==> config.mk <==
export PLATFORM = sky130hd
export DESIGN_NAME = wdt_guard
export DESIGN_NICKNAME = d
export VERILOG_FILES = /design/src/rtl/wdt_guard_pkg.sv /design/src/rtl/wdt_mode_gate.sv /design/src/rtl/wdt_base_div.sv /design/src/rtl/wdt_span_cnt.sv /design/src/rtl/wdt_guard.sv
export SDC_FILE = /design/constraint.sdc
export NUM_CORES = 1
export LEC_CHECK = 0
export BUFFER_PORTS_ARGS = -buffer_cell sky130_fd_sc_hd__clkbuf_2
export CAP_MARGIN = 10
export CORE_ASPECT_RATIO = 0.9
export CORE_MARGIN = 2
export CORE_UTILIZATION = 60
export CTS_CLUSTER_DIAMETER = 200
export DETAILED_ROUTE_END_ITERATION = 10
export PLACE_DENSITY = 0.84
export SYNTH_ARGS = -nofsm -noshare
export SYNTH_HDL_FRONTEND = slang
export SYNTH_SLANG_ARGS = --single-unit
==> constraint.sdc <==
create_clock -name clk -period 5.17 [get_ports clk]
set_clock_uncertainty 0.2 [all_clocks]
set_input_delay 0.7755 -clock clk [delete_from_list [all_inputs] [get_ports clk]]
set_output_delay 0.7755 -clock clk [all_outputs]
set_load 0.05 [all_outputs]
==> src/rtl/wdt_guard_pkg.sv <==
package wdt_guard_pkg;
  typedef enum logic [1:0] {
    WG_OFF    = 2'b00,
    WG_SOFT   = 2'b01,
    WG_AWAKE  = 2'b10,
    WG_ALWAYS = 2'b11
  } wg_mode_e;

  localparam int WG_SEL_W = 5;
endpackage

==> src/rtl/wdt_mode_gate.sv <==
module wdt_mode_gate
  import wdt_guard_pkg::*;
(
  input  logic [1:0] cfg_mode,
  input  logic       sw_en,
  input  logic       asleep,
  output logic       active
);
  wg_mode_e mode;

  always_comb begin
    mode = wg_mode_e'(cfg_mode);
    unique case (mode)
      WG_ALWAYS: active = 1'b1;
      WG_AWAKE:  active = ~asleep;
      WG_SOFT:   active = sw_en;
      default:   active = 1'b0;
    endcase
  end
endmodule

==> src/rtl/wdt_base_div.sv <==
module wdt_base_div #(
  parameter int TICKS_PER_MS = 31,
  localparam int DW = (TICKS_PER_MS > 1) ? $clog2(TICKS_PER_MS) : 1
) (
  input  logic clk,
  input  logic rst,
  input  logic clr,
  input  logic lf_tick,
  output logic ms_tick
);
  logic [DW-1:0] pre_q;

  assign ms_tick = lf_tick && (pre_q == DW'(TICKS_PER_MS - 1));

  always_ff @(posedge clk) begin
    if (rst || clr)   pre_q <= '0;
    else if (ms_tick) pre_q <= '0;
    else if (lf_tick) pre_q <= pre_q + DW'(1);
  end


  pre_range_chk: assert property (@(posedge clk) disable iff (rst)
    pre_q <= DW'(TICKS_PER_MS - 1));
endmodule

==> src/rtl/wdt_span_cnt.sv <==
module wdt_span_cnt #(
  parameter int MAX_EXP = 18,
  parameter int SEL_W   = 5,
  localparam int CW = (MAX_EXP > 0) ? MAX_EXP : 1
) (
  input  logic             clk,
  input  logic             rst,
  input  logic             clr,
  input  logic             active,
  input  logic             ms_tick,
  input  logic [SEL_W-1:0] exp_sel,
  output logic             expire,
  output logic [CW-1:0]    cnt
);
  localparam logic [CW:0] ONE = 1;

  logic [SEL_W-1:0] eff_exp;
  logic [CW:0]      lim_m1;

  always_comb begin
    eff_exp = (exp_sel > SEL_W'(MAX_EXP)) ? SEL_W'(MAX_EXP) : exp_sel;
    lim_m1  = (ONE << eff_exp) - ONE;
    expire  = active && !clr && ms_tick && ({1'b0, cnt} >= lim_m1);
  end

  always_ff @(posedge clk) begin
    if (rst || clr || !active || expire) cnt <= '0;
    else if (ms_tick)                    cnt <= cnt + CW'(1);
  end


  inactive_clear_chk: assert property (@(posedge clk) disable iff (rst)
    !active |=> (cnt == '0));
endmodule

==> src/rtl/wdt_guard.sv <==
module wdt_guard
  import wdt_guard_pkg::*;
#(
  parameter int TICKS_PER_MS = 31,
  parameter int MAX_EXP      = 18,
  parameter int DEF_EXP      = 11,
  localparam int CW = (MAX_EXP > 0) ? MAX_EXP : 1
) (
  input  logic                clk,
  input  logic                rst,
  input  logic                lf_tick,
  input  logic [1:0]          cfg_mode,
  input  logic                sw_en,
  input  logic                per_we,
  input  logic [WG_SEL_W-1:0] per_wdata,
  input  logic                clr_cmd,
  input  logic                sleep_cmd,
  input  logic                wake_evt,
  input  logic                osc_fail,
  input  logic                ost_busy,
  output logic                rst_req,
  output logic                wake_req,
  output logic                to_n,
  output logic                pd_n,
  output logic                asleep
);
  logic [WG_SEL_W-1:0] per_q;
  logic                asleep_q, rst_req_q, wake_req_q, to_n_q, pd_n_q;
  logic                active, ms_tick, expire;
  logic                sleep_entry, sleep_exit, clr_all;
  logic [CW-1:0]       cnt;

  assign sleep_entry = sleep_cmd && !asleep_q;
  assign sleep_exit  = wake_evt && asleep_q;
  assign clr_all     = clr_cmd || sleep_entry || sleep_exit || osc_fail || ost_busy;

  wdt_mode_gate u_gate (
    .cfg_mode (cfg_mode),
    .sw_en    (sw_en),
    .asleep   (asleep_q),
    .active   (active)
  );

  wdt_base_div #(.TICKS_PER_MS(TICKS_PER_MS)) u_div (
    .clk     (clk),
    .rst     (rst),
    .clr     (clr_all || !active),
    .lf_tick (lf_tick),
    .ms_tick (ms_tick)
  );

  wdt_span_cnt #(.MAX_EXP(MAX_EXP), .SEL_W(WG_SEL_W)) u_span (
    .clk     (clk),
    .rst     (rst),
    .clr     (clr_all),
    .active  (active),
    .ms_tick (ms_tick),
    .exp_sel (per_q),
    .expire  (expire),
    .cnt     (cnt)
  );

  always_ff @(posedge clk) begin
    if (rst)         per_q <= WG_SEL_W'(DEF_EXP);
    else if (per_we) per_q <= per_wdata;
  end

  always_ff @(posedge clk) begin
    if (rst) begin
      asleep_q   <= 1'b0;
      rst_req_q  <= 1'b0;
      wake_req_q <= 1'b0;
      to_n_q     <= 1'b1;
      pd_n_q     <= 1'b1;
    end else begin
      rst_req_q  <= expire && !asleep_q;
      wake_req_q <= expire && asleep_q;
      if (sleep_entry)                          asleep_q <= 1'b1;
      else if (asleep_q && (wake_evt || expire)) asleep_q <= 1'b0;
      if (expire)                           to_n_q <= 1'b0;
      else if (clr_cmd || sleep_entry)      to_n_q <= 1'b1;
      if (sleep_entry)  pd_n_q <= 1'b0;
      else if (clr_cmd) pd_n_q <= 1'b1;
    end
  end

  assign rst_req  = rst_req_q;
  assign wake_req = wake_req_q;
  assign to_n     = to_n_q;
  assign pd_n     = pd_n_q;
  assign asleep   = asleep_q;

  generate
    if (TICKS_PER_MS > 1) begin : g_pulse

      rst_pulse_chk: assert property (@(posedge clk) disable iff (rst)
        rst_req_q |=> !rst_req_q);
    end
  endgenerate


  rst_flag_chk: assert property (@(posedge clk) disable iff (rst)
    rst_req_q |-> !to_n_q);


  wake_exit_chk: assert property (@(posedge clk) disable iff (rst)
    wake_req_q |-> (!asleep_q && !to_n_q && !rst_req_q));


  ost_hold_chk: assert property (@(posedge clk) disable iff (rst)
    ost_busy |=> (cnt == '0));


  clr_flags_chk: assert property (@(posedge clk) disable iff (rst)
    (clr_cmd && !sleep_entry) |=> (to_n_q && pd_n_q));
endmodule

==> flow_metrics.py, run 1 <==
metrics = {
    "synthesis": {
        "synthFlopType": "dfxtp_1",
        "ys_top_cells_by_count": "33 x dfxtp_1, 24 x nand2_1, 22 x ha_1",
        "synth_most_common_cell": "dfxtp_1",
        "syn_area_um2": 2170,
        "postSynthAreaPerCell_um2": 8.59,
        "syn_inst": 253,
        "yosysTopAreaCellShare": 0.304,
        "async_flop_share": 0,
        "ys_types": 46,
        "ys_warn_count": 0,
        "yosysTopAreaCell": "dfxtp_1",
        "ys_ff_latch": 33,
        "synthTopCellsByArea": "dfxtp_1 30%, ha_1 13%, xor2_1 6.4%, nor2_4 5.2%, nand2_1 4.1%",
        "synthesis.nets": 292,
        "ys_seq_area_frac": 0.304,
        "synth_edf_count": 0,
    },
    "place": {
        "dp_hpwl_mm": 3.27,
        "port_buffers": 21,
        "gp_congestion": 0.899,
    },
    "grt": {
        "grt_pass1_wl_mm": 7.22,
        "first_global_vias": 1587,
        "grt_antenna_before_repair": 0,
        "grt.total_usage": 0.236,
        "gr-total-overflow": 0,
        "grt_max_degree": 18,
    },
    "drt": {
        "wl_met2_mm": 1.92,
        "top_layer_used": "met4",
        "firstDrtPassIters": 4,
        "ant_nets": 0,
        "drc": 0,
        "drt_iter0_drc": 158,
        "routed-wl-met3_um": 220,
        "drt-wirelength-per-cell_um": 13.7,
        "viasPerCell": 5.81,
        "wl_met1_mm": 2.12,
        "drt_wl_total_mm": 4.33,
        "vias": 1829,
    },
    "worst_setup_path": {
        "rr_worst_depth": 16,
        "required_ns": 5.20,
        "r2r-start": "per_q[1]",
        "arrival_ns": 4.43,
        "ff2ff_setup_slack_ns": 0.77,
        "cp-end-kind": "flop",
        "r2r-end": "u_span.cnt[17]",
        "critPathLaunchType": "flop",
        "critPathKind": "reg -> reg",
        "crit_fanout": 15,
    },
    "worst_hold_path": {
        "hp-class": "reg -> reg",
        "min_path_cells": 2,
        "worstHoldStart": "u_span.cnt[1]",
        "hold-path-endpoint": "u_span.cnt[1]",
    },
    "clock_network": {
        "clock_latency_ns": 0.29,
        "cts_buffers": 5,
        "cts_resized": 0,
        "htreeDepth": 2,
        "post_cts_buffers": 0,
        "cts.sinks": 33,
        "ctsHoldBuffers": 0,
        "cts_tree": "done",
        "clkTransAtPathRegs_ns": 0.06,
        "ctsRootBufferMaster": "clkbuf_8",
        "cts_buffer_depth": 2,
    },
    "sta": {
        "hold_viol": 0,
        "worst_slew_pin_slew_ns": 0.539,
        "rsz0062_at_grt": "no",
        "finalCritPeriodShare": 0.850,
        "setup_viol": 0,
        "max-slew-margin-rel": 0.641,
        "fin_crit_ns": 4.40,
        "tns_ns": 0,
        "max_freq_ghz": 0.227,
        "timing.final.max_slew_violations": 0,
    },
    "status": {
        "outcome": "complete, no violations",
    },
    "floorplan": {
        "boundaryPins": 22,
        "rows": 20,
        "dieArea_um2": 4120,
        "fp.dieH_um": 61.1,
        "die_w_um": 67.4,
        "start_util": 0.634,
        "fp.coreArea_um2": 3430,
    },
    "power_and_ir_drop": {
        "combPwrFrac": 0.105,
        "power.share.sequential": 0.515,
        "p_clk_frac": 0.380,
        "power_leakage_nw": 0.933,
        "power_w": 0.000520,
        "swShare": 0.256,
        "intPower_w": 0.000387,
        "peakVddDrop_v": 0.000196,
        "power_density_nw_per_um2": 220,
        "p_switching_w": 0.000133,
    },
    "final_layout": {
        "diodes": 0,
        "nNetsFinal": 310,
        "area_delta_synth_final_pct": 8.69,
        "drive_gt1_frac": 0.159,
    },
    "job": {
        "drv_cap": 0,
    },
}
cell usage in the layout (no fill, tap or decap), types with 6 or more instances in the layout:
master and instances:
a21oi_1 16, dfxtp_1 33, nand2_1 24, xor2_1 16
ha_1 22, nor2_4 10, inv_1 7, nand4_1 6
nor2_1 20, xnor2_1 6, clkbuf_2 21, nand3_1 15
clkbuf_8 6, o21ai_0 6
how the worst max path moves through the flow:
stage / from / to / depth (start not counted)
6_report: per_q[1] / u_span.cnt[17] / 16
3_3_place_gp: per_q[2] / u_span.cnt[10] / 16
5_1_grt: per_q[1] / u_span.cnt[15] / 16
3_5_place_dp: per_q[1] / u_span.cnt[12] / 16
4_1_cts: per_q[1] / u_span.cnt[17] / 16
2_1_floorplan: per_q[1] / u_span.cnt[10] / 17
worst max-delay path: stages (launching register included):
cell and delay [ns]:
dfxtp_1 0.45, or2_4 0.32, nor2_2 0.16, nand3_1 0.11, ha_1 0.38, nor3_1 0.33
nand3_1 0.12, a21oi_1 0.19, a21oi_1 0.08, ha_1 0.29, and3_1 0.15, a221oi_1 0.30
o21ai_1 0.16, or3_1 0.32, o21ba_1 0.36, buf_4 0.30, nor2_4 0.11
layer usage:
| metal | up-vias | global-route usage |
|---|---|---|
| met5 | - | 0 |
| met4 | 0 | 0.0962 |
| met3 | 8 | 0.0494 |
| met2 | 40 | 0.359 |
| met1 | 843 | 0.330 |
| li1 | 938 | - |
power by group through the flow:
stage / sequential, W / combinational [W] / clock, W
final: 0.000268 / 0.0000545 / 0.000198
after global routing: 0.000269 / 0.0000608 / 0.000210
after CTS: 0.000267 / 0.0000547 / 0.000200
after detailed placement: 0.000273 / 0.0000541 / 0
after global placement: 0.000273 / 0.0000528 / 0
after floorplan: 0.000271 / 0.0000409 / 0
stage by stage:
stage | std cells | hold slack, ns | utilization | cell area [um^2] | worst slack [ns]
2_1_floorplan | 253 | 0.272 | - | 2170 | 1.70
3_3_place_gp | 308 | 0.286 | 0.664 | 2280 | 0.966
3_5_place_dp | 308 | 0.317 | 0.664 | 2280 | 0.902
4_1_cts | 315 | 0.328 | 0.689 | 2360 | 0.817
5_1_grt | 315 | 0.358 | 0.689 | 2360 | 0.446
6_report | 315 | 0.324 | 0.689 | 2360 | 0.773
cell type report:
type	count	area (um^2)
Clock buffer	7	86.3
Fill cell	286	1070
Inverter	7	26.3
Multi-Input combinational cell	202	1420
Sequential cell	33	661
Tap cell	44	55.1
Timing Repair Buffer	22	113
logic make-up (layout without fill, tap and decap cells):
logic type,count (synthesis),in the layout,synth area share
and+or+nand+nor,106,106,0.278
muxes,5,5,0.0230
AOI/OAI and AO/OA,47,47,0.138
DFF,33,33,0.304
xor gates and xnor gates,22,22,0.0887
adders and majority gates,22,22,0.127
buffers and inverters,18,36,0.0420
flip-flops by register name, summed over array words and instances, names as in the netlist:
register and count:
asleep 1, pd_n 1, per_q 5, rst_req 1, to_n 1, u_div.pre_q 5
u_span.cnt 18, wake_req 1
Note: power is estimated with default switching activity, not from simulation.
==> run 2, diff against run 1 <==
--- a/config.mk
+++ b/config.mk
@@ -5,6 +5,7 @@
 export SDC_FILE = /design/constraint.sdc
 export NUM_CORES = 1
 export LEC_CHECK = 0
+export ABC_AREA = 1
 export BUFFER_PORTS_ARGS = -buffer_cell sky130_fd_sc_hd__clkbuf_2
 export CAP_MARGIN = 10
 export CORE_ASPECT_RATIO = 0.9
@@ -12,7 +13,7 @@
 export CORE_UTILIZATION = 60
 export CTS_CLUSTER_DIAMETER = 200
 export DETAILED_ROUTE_END_ITERATION = 10
-export PLACE_DENSITY = 0.84
+export PLACE_DENSITY = 0.83
 export SYNTH_ARGS = -nofsm -noshare
 export SYNTH_HDL_FRONTEND = slang
 export SYNTH_SLANG_ARGS = --single-unit
==> flow_metrics.py, run 2 <==
metrics = {
    "status": {
        "outcome": "complete, no violations",
    },
    "worst_setup_path": {
        "cpLargestDelayFamily": "simple AND/OR/NAND/NOR gates",
        "path_buf_inv": 1,
        "critPathLaunchType": "flop",
        "critPathKind": "reg -> reg",
        "cp-end-kind": "flop",
        "slowest_delay_ns": 0.56,
        "slowest_stage": "dfxtp_1",
        "crit_chain": "nor2_2 -> nand2_2 -> nand2_4 -> nand2_1 -> nor2_1 -> nand3_1 -> ha_1 -> nand3_4 -> nor3_1 -> nand3_1 -> xor2_1 -> ha_1 -> inv_1 -> nor3_1 -> nand4_1 -> nand3_1 -> nand2_1 -> nand2_1 -> nand2_4 -> nand2_8 -> nor2_1",
        "required_ns": 5.14,
        "crit_fanout": 18,
        "arrival_ns": 3.67,
    },
    "clock_network": {
        "htreeDepth": 2,
        "cts_buffer_depth": 2,
        "cts_buffers": 5,
        "cts.sinks": 33,
        "ctsRootBufferMaster": "clkbuf_8",
        "post_cts_buffers": 0,
        "cts_resized": 0,
        "cts_tree": "done",
        "clock_latency_ns": 0.29,
        "clkTransAtPathRegs_ns": 0.07,
        "ctsHoldBuffers": 0,
    },
    "final_layout": {
        "diodes": 0,
        "nNetsFinal": 390,
        "top_register": "u_span.cnt",
        "fin_util": 0.677,
        "area_delta_synth_final_pct": 9.72,
        "largest_reg_flops": 18,
        "final_cell_mix": "54 x nand2_1, 42 x nor2_1, 33 x inv_1, 33 x dfxtp_1, 22 x ha_1",
        "layout_commonest_cell": "nand2_1",
        "reg_top3": "u_span.cnt (18), per_q (5), u_div.pre_q (5)",
        "drive_gt1_frac": 0.210,
    },
    "synthesis": {
        "syn_inst": 326,
        "ys_ff_latch": 33,
        "async_flop_share": 0,
        "synthFlopType": "dfxtp_1",
        "ys_types": 36,
        "ys_seq_area_frac": 0.265,
        "yosysTopAreaCellShare": 0.265,
        "yosysTopAreaCell": "dfxtp_1",
        "postSynthAreaPerCell_um2": 7.66,
        "ys_top_cells_by_count": "54 x nand2_1, 42 x nor2_1, 33 x dfxtp_1, 33 x inv_1, 22 x ha_1",
        "synth_most_common_cell": "nand2_1",
        "syn_area_um2": 2500,
        "synth_edf_count": 0,
        "synthTopCellsByArea": "dfxtp_1 26%, ha_1 11%, nand2_1 8.1%, nor2_4 6.8%, nor2_1 6.3%",
        "ys_warn_count": 0,
        "synthesis.nets": 365,
    },
    "grt": {
        "first_global_vias": 2032,
        "grt.total_usage": 0.241,
        "grt_antenna_before_repair": 0,
        "grt_pass1_wl_mm": 8.94,
        "gr-total-overflow": 0,
        "grt_max_degree": 19,
    },
    "floorplan": {
        "start_util": 0.617,
        "fp.coreArea_um2": 4050,
        "boundaryPins": 22,
        "rows": 22,
        "fp.dieH_um": 65.2,
        "dieArea_um2": 4690,
        "die_w_um": 72.0,
    },
    "power_and_ir_drop": {
        "swShare": 0.271,
        "intPower_w": 0.000454,
        "power_density_nw_per_um2": 227,
        "p_clk_frac": 0.401,
        "combPwrFrac": 0.173,
        "peakVddDrop_v": 0.000218,
        "power_leakage_nw": 1.21,
        "power.share.sequential": 0.426,
        "p_switching_w": 0.000169,
    },
    "drt": {
        "drc": 0,
        "ant_nets": 0,
        "firstDrtPassIters": 4,
        "drt-wirelength-per-cell_um": 12.7,
        "vias": 2091,
        "drt_iter0_drc": 129,
        "drt_wl_total_mm": 5.09,
        "viasPerCell": 5.23,
    },
    "job": {
        "drv_cap": 0,
    },
    "place": {
        "gp_congestion": 0.910,
        "dp_hpwl_mm": 4.12,
        "port_buffers": 21,
    },
    "sta": {
        "timing.final.max_slew_violations": 0,
        "hold_viol": 0,
        "setup_viol": 0,
        "max_freq_ghz": 0.271,
        "finalCritPeriodShare": 0.715,
        "max-slew-margin-rel": 0.599,
        "tns_ns": 0,
        "fin_crit_ns": 3.69,
        "rsz0062_at_grt": "no",
        "worst_slew_pin_slew_ns": 0.595,
    },
    "worst_hold_path": {
        "hp-class": "reg -> reg",
    },
}
run 2: cell types whose count changed in the layout (fill, tap and decap cells not counted), moves of 5 or more:
cell     before  now
inv_1         7   33
nor2_4       10   15
and3_1        5    0
nand2_2       0    9
nand2_1      24   54
or3_1         5    0
nor2_1       20   42
run 2: final timing paths:
check                               startpoint             end  slack (ns)  cells past startpoint
worst max register to register        per_q[2]   u_span.cnt[6]        1.48                     21
worst min register to register  u_div.pre_q[1]  u_div.pre_q[1]        0.30                      2
worst max-delay path                  per_q[2]   u_span.cnt[6]        1.48                     21
worst min-delay path            u_div.pre_q[1]  u_div.pre_q[1]        0.30                      2
run 2: cell type report:
cell class,instances,area (um^2)
Clock inverter,1,30.0
Clock buffer,7,86.3
Multi-Input combinational cell,254,1660
Timing Repair Buffer,21,105
Sequential cell,33,661
Fill cell,328,1310
Tap cell,48,60.1
Inverter,36,135
run 2: power by group through the flow:
| stage | sequential (W) | combinational [W] | clock (W) |
|---|---|---|---|
| global route | 0.000266 | 0.000122 | 0.000267 |
| floorplan | 0.000271 | 0.0000813 | 0 |
| finish | 0.000265 | 0.000108 | 0.000250 |
| global placement | 0.000270 | 0.000104 | 0 |
| detailed placement | 0.000271 | 0.000106 | 0 |
| CTS | 0.000265 | 0.000107 | 0.000253 |
run 2: routing by layer:
metal | up-vias | track usage | part of all wire
met5 | - | 0 | 0
met4 | 0 | 0.0708 | 0.014
met3 | 12 | 0.0537 | 0.044
met2 | 46 | 0.405 | 0.46
met1 | 921 | 0.308 | 0.48
li1 | 1112 | - | -
run 2: logic make-up after synthesis:
family | synth area share
compound gates | 0.0667
xor+xnor | 0.0877
fa+ha+maj | 0.110
buf+inv | 0.0697
flops | 0.265
mux | 0.00401
simple gates | 0.397
run 2: worst reg2reg max path, cell delays in order, from the launching register on:
cell	delay [ns]
dfxtp_1	0.56
nor2_2	0.10
nand2_2	0.09
nand2_4	0.07
nand2_1	0.11
nor2_1	0.07
nand3_1	0.11
ha_1	0.24
nand3_4	0.12
nor3_1	0.26
nand3_1	0.13
xor2_1	0.16
ha_1	0.30
inv_1	0.05
nor3_1	0.20
nand4_1	0.16
nand3_1	0.12
nand2_1	0.05
nand2_1	0.12
nand2_4	0.09
nand2_8	0.20
nor2_1	0.06
run 2: stage by stage:
step / hold WS, ns / area [um^2] / total power, W / instances / setup WS, ns
6_report: 0.300 / 2740 / 0.000622 / 400 / 1.48
5_1_grt: 0.359 / 2740 / 0.000654 / 400 / 1.09
4_1_cts: 0.304 / 2740 / 0.000625 / 400 / 1.50
3_5_place_dp: 0.293 / 2620 / 0.000377 / 392 / 1.50
3_3_place_gp: 0.284 / 2620 / 0.000374 / 392 / 1.69
2_1_floorplan: 0.272 / 2500 / 0.000353 / 326 / 1.94
